===== config.mk =====
export PLATFORM = sky130hd
export DESIGN_NAME = cm_state_gen
export DESIGN_NICKNAME = d
export VERILOG_FILES = /design/src/rtl/cm_sel_pkg.sv /design/src/rtl/cm_sel_cand.sv /design/src/rtl/cm_sel_pick.sv /design/src/rtl/cm_state_gen.sv
export SDC_FILE = /design/constraint.sdc
export NUM_CORES = 1
export LEC_CHECK = 0
export BUFFER_PORTS_ARGS = -buffer_cell sky130_fd_sc_hd__buf_2
export CORE_MARGIN = 1.5
export CORE_UTILIZATION = 63
export CTS_BUF_LIST = sky130_fd_sc_hd__clkbuf_8
export CTS_CLUSTER_DIAMETER = 120
export CTS_CLUSTER_SIZE = 14
export DETAILED_ROUTE_END_ITERATION = 10
export PLACE_DENSITY = 0.92
export REMOVE_ABC_BUFFERS = 1
export SETUP_SLACK_MARGIN = 0.5
export SLEW_MARGIN = 15
export SYNTH_ARGS = -nofsm -noshare
export SYNTH_HDL_FRONTEND = slang
export SYNTH_SLANG_ARGS = --single-unit

===== constraint.sdc =====
create_clock -name clk -period 0.97 [get_ports clk]
set_input_delay 0.1455 -clock clk [delete_from_list [all_inputs] [get_ports clk]]
set_output_delay 0.1455 -clock clk [all_outputs]
set_load 0.03 [all_outputs]

===== src/rtl/cm_sel_pkg.sv =====
package cm_sel_pkg;

    // Ordering key: smaller is better. Common-mode magnitude first,
    // then |j|, then the negative side of j before the positive side.
    function automatic int unsigned rank_key(input int sum, input int j);
        int unsigned as;
        int unsigned aj;
        as = (sum < 0) ? int'(-sum) : int'(sum);
        aj = (j < 0) ? int'(-j) : int'(j);
        return (as << 4) | (aj << 1) | ((j > 0) ? 1 : 0);
    endfunction

endpackage


===== src/rtl/cm_sel_cand.sv =====
module cm_sel_cand
    import cm_sel_pkg::*;
#(
    parameter int CW   = 4,
    parameter int LW   = 3,
    parameter int MAXL = 2,
    parameter int KW   = 8,
    parameter int JV   = 0
) (
    input  logic signed [CW-1:0] g_i,
    input  logic signed [CW-1:0] h_i,
    output logic                 ok_o,
    output logic signed [LW-1:0] sa_o,
    output logic signed [LW-1:0] sb_o,
    output logic signed [LW-1:0] sc_o,
    output logic [KW-1:0]        key_o
);
    localparam int EW = CW + 3;

    logic signed [EW-1:0] a_w, b_w, c_w;
    int unsigned          key_w;

    always_comb begin
        a_w   = EW'(JV);
        b_w   = a_w - EW'(g_i);
        c_w   = b_w - EW'(h_i);
        ok_o  = (int'(b_w) >= -MAXL) && (int'(b_w) <= MAXL) &&
                (int'(c_w) >= -MAXL) && (int'(c_w) <= MAXL);
        sa_o  = LW'(a_w);
        sb_o  = LW'(b_w);
        sc_o  = LW'(c_w);
        key_w = rank_key(int'(a_w) + int'(b_w) + int'(c_w), JV);
        key_o = KW'(key_w);
    end
endmodule


===== src/rtl/cm_sel_pick.sv =====
module cm_sel_pick #(
    parameter int NJ = 5,
    parameter int KW = 8,
    parameter int IW = 3
) (
    input  logic [NJ-1:0]    ok_i,
    input  logic [NJ*KW-1:0] keys_i,
    output logic             any_o,
    output logic [IW-1:0]    idx_o
);
    logic [KW-1:0] best_key;

    always_comb begin
        any_o    = 1'b0;
        idx_o    = '0;
        best_key = '1;
        for (int k = 0; k < NJ; k++) begin
            if (ok_i[k] && (!any_o || keys_i[k*KW +: KW] < best_key)) begin
                any_o    = 1'b1;
                idx_o    = IW'(k);
                best_key = keys_i[k*KW +: KW];
            end
        end
    end
endmodule


===== src/rtl/cm_state_gen.sv =====
module cm_state_gen #(
    parameter int LEVELS = 5,
    parameter int CW     = 4,
    localparam int MAXL  = (LEVELS - 1) / 2,
    localparam int LW    = $clog2(MAXL + 1) + 1,
    localparam int SW    = $clog2(3 * MAXL + 1) + 1
) (
    input  logic                 clk,
    input  logic                 rst_n,
    input  logic                 start_i,
    input  logic signed [CW-1:0] vg_i,
    input  logic signed [CW-1:0] vh_i,
    output logic signed [LW-1:0] sa_o,
    output logic signed [LW-1:0] sb_o,
    output logic signed [LW-1:0] sc_o,
    output logic signed [SW-1:0] cm_o,
    output logic                 done_o,
    output logic                 err_o
);
    localparam int NJ = 2 * MAXL + 1;
    localparam int KW = 8;
    localparam int IW = (NJ > 1) ? $clog2(NJ) : 1;

    typedef struct packed {
        logic signed [LW-1:0] sa;
        logic signed [LW-1:0] sb;
        logic signed [LW-1:0] sc;
        logic signed [SW-1:0] cm;
        logic                 done;
        logic                 err;
    } st_t;

    st_t st_d, st_q;

    logic [NJ-1:0]        ok_c;
    logic [NJ*KW-1:0]     key_c;
    logic signed [LW-1:0] sa_c [NJ];
    logic signed [LW-1:0] sb_c [NJ];
    logic signed [LW-1:0] sc_c [NJ];
    logic                 any_c;
    logic [IW-1:0]        idx_c;

    for (genvar k = 0; k < NJ; k++) begin : g_cand
        cm_sel_cand #(
            .CW(CW), .LW(LW), .MAXL(MAXL), .KW(KW), .JV(k - MAXL)
        ) cand_i (
            .g_i   (vg_i),
            .h_i   (vh_i),
            .ok_o  (ok_c[k]),
            .sa_o  (sa_c[k]),
            .sb_o  (sb_c[k]),
            .sc_o  (sc_c[k]),
            .key_o (key_c[k*KW +: KW])
        );
    end

    cm_sel_pick #(.NJ(NJ), .KW(KW), .IW(IW)) pick_i (
        .ok_i   (ok_c),
        .keys_i (key_c),
        .any_o  (any_c),
        .idx_o  (idx_c)
    );

    always_comb begin
        st_d      = st_q;
        st_d.done = start_i;
        st_d.err  = start_i && !any_c;
        if (start_i && any_c) begin
            st_d.sa = sa_c[idx_c];
            st_d.sb = sb_c[idx_c];
            st_d.sc = sc_c[idx_c];
            st_d.cm = SW'(sa_c[idx_c]) + SW'(sb_c[idx_c]) + SW'(sc_c[idx_c]);
        end
    end

    always_ff @(posedge clk or negedge rst_n) begin
        if (!rst_n) st_q <= '0;
        else        st_q <= st_d;
    end

    assign sa_o   = st_q.sa;
    assign sb_o   = st_q.sb;
    assign sc_o   = st_q.sc;
    assign cm_o   = st_q.cm;
    assign done_o = st_q.done;
    assign err_o  = st_q.err;


    done_after_start_chk: assert property (@(posedge clk) disable iff (!rst_n)
        start_i |=> done_o);

    done_only_after_start_chk: assert property (@(posedge clk) disable iff (!rst_n)
        !start_i |=> !done_o);

    phase_diff_chk: assert property (@(posedge clk) disable iff (!rst_n)
        start_i && any_c |=> (int'(sa_o) - int'(sb_o) == int'($past(vg_i))) &&
                             (int'(sb_o) - int'(sc_o) == int'($past(vh_i))));

    err_hold_chk: assert property (@(posedge clk) disable iff (!rst_n)
        err_o |-> $stable(sa_o) && $stable(sb_o) && $stable(sc_o) && $stable(cm_o));

    err_needs_done_chk: assert property (@(posedge clk) disable iff (!rst_n)
        err_o |-> done_o);

    idle_hold_chk: assert property (@(posedge clk) disable iff (!rst_n)
        !start_i |=> $stable(sa_o) && $stable(sb_o) && $stable(sc_o));

    level_range_chk: assert property (@(posedge clk) disable iff (!rst_n)
        (int'(sa_o) >= -MAXL) && (int'(sa_o) <= MAXL) &&
        (int'(sb_o) >= -MAXL) && (int'(sb_o) <= MAXL) &&
        (int'(sc_o) >= -MAXL) && (int'(sc_o) <= MAXL));

    cm_sum_chk: assert property (@(posedge clk) disable iff (!rst_n)
        done_o && !err_o |-> int'(cm_o) == int'(sa_o) + int'(sb_o) + int'(sc_o));
endmodule


==> results.json, run 1 <==
{
  "status": "stopped before the end",
  "haltStage": "4_1_cts",
  "stop_error": "[ERROR DPL-0038] Utilization greater than 100%, impossible to legalize",
  "gp_congestion": 1.027,
  "cts_htree_levels": 1,
  "fp.dieW_um": 84.13,
  "synth-seq-area-share_pct": 9.053,
  "rows": 29,
  "cts_setup_buffers": 31,
  "port_buffers": 25,
  "async_reset_ff_share_pct": 100.0,
  "hpwl_mm": 14.98,
  "ys_seq_elements": 15,
  "synth_top_flop_cell": "dfrtp_1",
  "synth_top_area_share_pct": 26.86,
  "avgSynthCellArea_um2": 8.099,
  "yosys.cell_types.count": 59,
  "numCtsBuffers": 3,
  "synth_edf_count": 0,
  "io_pins": 26,
  "die_h_um": 84.13,
  "cts_resized": 167,
  "clk_path_buf_depth": 2,
  "place_inst": 797,
  "yosys-top-cells-area": "ha_1 (27%), dfrtp_1 (9.1%), fa_1 (5.8%)",
  "numClockSinks": 15,
  "initial_core_util_pct": 65.30,
  "syn_area_um2": 4146,
  "yosysWarnings": 0,
  "syn_inst": 512,
  "cts-root-buf": "clkbuf_8",
  "synth_top_cell_by_area": "ha_1",
  "pre_cts_ws_ps": -10500
}
## per-stage QoR
step           area, µm²  TNS, ps  hold slack (ps)  utilization (%)
2_1_floorplan       4104  -113630           -150.1                -
3_3_place_gp        5792  -111350            47.79            91.21
3_5_place_dp        5792  -124140            56.64            91.21
## cells by family after synthesis
family                   after synthesis  share of synthesized area (%)
AO/OA/AOI/OAI                        139                          22.48
XOR/XNOR                              45                          9.505
adder cells (fa/ha/maj)              101                          32.65
buffers and inverters                 63                          5.824
flip-flops                            15                          9.053
multiplexers                          18                          4.738
AND/OR/NAND/NOR                      131                          15.75
## cells in the mapped netlist, types with 3 or more instances
master and instances:
a211oi_1 7, a21o_1 23, a21oi_1 34, a31oi_1 3
buf_2 4, clkbuf_1 6, dfrtp_1 15, fa_1 12
ha_1 89, inv_1 52, mux2_2 12, mux2i_1 5
nand2_1 25, nand2b_1 11, nand3_1 7, nand3b_1 3
nor2_1 43, nor2b_1 11, nor3_1 13, o2111ai_1 3
o21a_1 7, o21ai_0 26, o31a_1 3, o31ai_1 4
xnor2_1 24, xor2_1 21
==> run 2, diff against run 1 <==
--- a/config.mk
+++ b/config.mk
@@ -7,14 +7,10 @@
 export LEC_CHECK = 0
 export BUFFER_PORTS_ARGS = -buffer_cell sky130_fd_sc_hd__buf_2
 export CORE_MARGIN = 1.5
-export CORE_UTILIZATION = 63
-export CTS_BUF_LIST = sky130_fd_sc_hd__clkbuf_8
-export CTS_CLUSTER_DIAMETER = 120
-export CTS_CLUSTER_SIZE = 14
+export CORE_UTILIZATION = 40
 export DETAILED_ROUTE_END_ITERATION = 10
-export PLACE_DENSITY = 0.92
+export PLACE_DENSITY_LB_ADDON = 0.15
 export REMOVE_ABC_BUFFERS = 1
-export SETUP_SLACK_MARGIN = 0.5
 export SLEW_MARGIN = 15
 export SYNTH_ARGS = -nofsm -noshare
 export SYNTH_HDL_FRONTEND = slang
==> results.json, run 2 <==
{
  "fin_worst_skew_ps": 0,
  "wl_per_cell_um": 16.38,
  "grt_overflow": 0,
  "yosysWarnings": 0,
  "hpwl_mm": 11.71,
  "rows": 36,
  "grt_max_degree": 16,
  "cp-start-kind": "input port",
  "synth_top_area_share_pct": 26.86,
  "antenna_cells": 0,
  "setup_violations": 14,
  "worstPathRequired_ps": 1100,
  "worst_skew_pair.late_latency_ps": 240,
  "cap_violations": 0,
  "finalPower_w": 0.01241,
  "io_pins": 26,
  "drive_gt1_share_pct": 48.43,
  "cts_htree_levels": 1,
  "period_needed_ps": 9786,
  "crit_fanout": 8,
  "power.density_nw_per_um2": 1785,
  "fp.dieW_um": 104.8,
  "gp_congestion": 0.9308,
  "timing_worst_setup_path_type": "in -> reg",
  "yosys.area_share.xor_xnor_pct": 9.505,
  "p_leak_nw": 3.513,
  "port_buffers": 25,
  "grt_usage_pct": 26.41,
  "netlist_top_cells_count": "ha_1 (89), inv_1 (52), nor2_1 (43)",
  "final_common_cell": "buf_4",
  "synth_top_family_by_area": "adder cells",
  "max_slew_margin_pct": 39.26,
  "setup_tns_ps": -104520,
  "fin_nets": 875,
  "yosys.area_share.simple_pct": 15.75,
  "drc": 0,
  "post-route-util_pct": 70.16,
  "antenna_found_initial": 0,
  "antenna_left": 0,
  "async_reset_ff_share_pct": 100.0,
  "grt_pass1_wl_mm": 23.40,
  "fmax_mhz": 102.2,
  "critical_path_buf_inv_count": 8,
  "initial_core_util_pct": 41.84,
  "drtIter0Drc": 167,
  "yosys-top-cells-area": "ha_1 (27%), dfrtp_1 (9.1%), fa_1 (5.8%)",
  "slew_violations": 0,
  "synth_edf_count": 0,
  "grt_pass1_vias": 4912,
  "syn_inst": 512,
  "cp-end-kind": "flip-flop",
  "path_delay_family": "compound AO/OA/AOI/OAI gates",
  "synth_top_flop_cell": "dfrtp_1",
  "vias": 4737,
  "synthMuxAreaShare_pct": 4.737,
  "numClockSinks": 15,
  "core_um2": 9910,
  "worst_pin_slew_ps": 904.2,
  "hold_viol": 0,
  "status": "complete, but fails checks",
  "clk_path_buf_depth": 2,
  "die_h_um": 104.8,
  "synth_compound_area_share_pct": 22.48,
  "critPathArrivalTime_ps": 9910,
  "place_inst": 860,
  "crit_top_cell": "a21o_1",
  "viasPerCell": 5.293,
  "holdCritPathClass": "in -> reg",
  "timing.final.ws_setup_ps": -8816,
  "numCtsBuffers": 3,
  "largest_reg_flops": 4,
  "synthAdderAreaFrac_pct": 32.65,
  "crit_path_max_incr_delay_ps": 470,
  "avgSynthCellArea_um2": 8.099,
  "ys_seq_elements": 15,
  "nFillCells": 757,
  "synth-seq-area-share_pct": 9.053,
  "clk_pin_slew_ps": 60,
  "drt_first_pass_iters": 5,
  "finalCritPeriodShare_pct": 1009,
  "yosysMostFrequentCell": "ha_1",
  "critPathSlowestCell": "fa_1",
  "ir_drop_mv": 1.270,
  "instances_no_fill": 895,
  "syn_area_um2": 4146,
  "wl_mm": 14.66,
  "die_area_um2": 10990,
  "rsz0062_at_grt": "true",
  "violations": "negative setup slack",
  "tritoncts": "built",
  "final_cell_mix": "buf_4 (219), ha_1 (66), inv_1 (38)",
  "synth_top_cell_by_area": "ha_1",
  "syn_to_final_growth_pct": 67.68,
  "cts-root-buf": "clkbuf_8",
  "yosys.cell_types.count": 59
}
[run 2: cell counts after synthesis]
No cell type changed its count.
[run 2: cell families after synthesis]
logic type | Yosys count
DFF | 15
and+or+nand+nor | 131
adders and majority gates | 101
muxes | 18
xor gates and xnor gates | 45
buffers and inverters | 63
AOI/OAI and AO/OA | 139
[run 2: layout make-up]
type | instances | area, µm² | area share, %
Sequential cell | 15 | 375.4 | 5.399
Tap cell | 133 | 166.4 | 2.393
Multi-Input combinational cell | 434 | 4174 | 60.03
Inverter | 53 | 206.4 | 2.969
Timing Repair Buffer | 256 | 1986 | 28.56
Clock buffer | 4 | 45.04 | 0.6478
[run 2: per-layer routing]
metal,wire (µm),part of all wire (%),track usage [%]
met1,6220,42,30.93
met2,7438,51,49.30
met3,480,3.3,2.059
met4,517,3.5,10.47
met5,0,0,0
[run 2: report_power, final]
part	switching, W	total [W]	internal, W
registers	0.000139	0.00104	0.000900
logic	0.00536	0.0109	0.00552
clock network	0.000206	0.000496	0.000290
total	0.00570	0.0124	0.00671
[run 2: worst reg2reg max path, cell delays in order, from the launching register on]
cell and delay (ps):
dfrtp_1 380, nand2b_1 160, o31ai_2 60, a21oi_1 60
[run 2: final timing paths]
check,depth (start not counted),endpoint,startpoint,slack [ps]
setup / recovery,58,cm_o[3],vg_i[1],-8820
min in group asynchronous,2,cm_o[3],rst_n,340
hold / removal,1,done_o,start_i,60
setup reg to reg,3,sb_o[2],sb_o[2],190
hold reg to reg,2,sa_o[2],sa_o[2],480
max in group asynchronous,2,cm_o[0],rst_n,380
[run 2: timing repair]
action	in CTS	in global routing
setup endpoints to repair	14	18
pin swaps	69	50
hold endpoints to repair	15	0
setup buffers	21	12
hold buffers	1	0
gates resized for setup	115	56
[run 2: through the flow]
step / setup slack (ps) / hold WS (ps) / instance area (µm²)
after global routing: -9291 / 55.58 / 6953
after CTS: -8679 / 51.37 / 6660
after global placement: -9459 / 58.85 / 5927
final: -8816 / 55.30 / 6953
after detailed placement: -9871 / 63.91 / 5927
after floorplan: -9709 / -150.1 / 4104
Note: power is estimated with default switching activity, not from simulation.
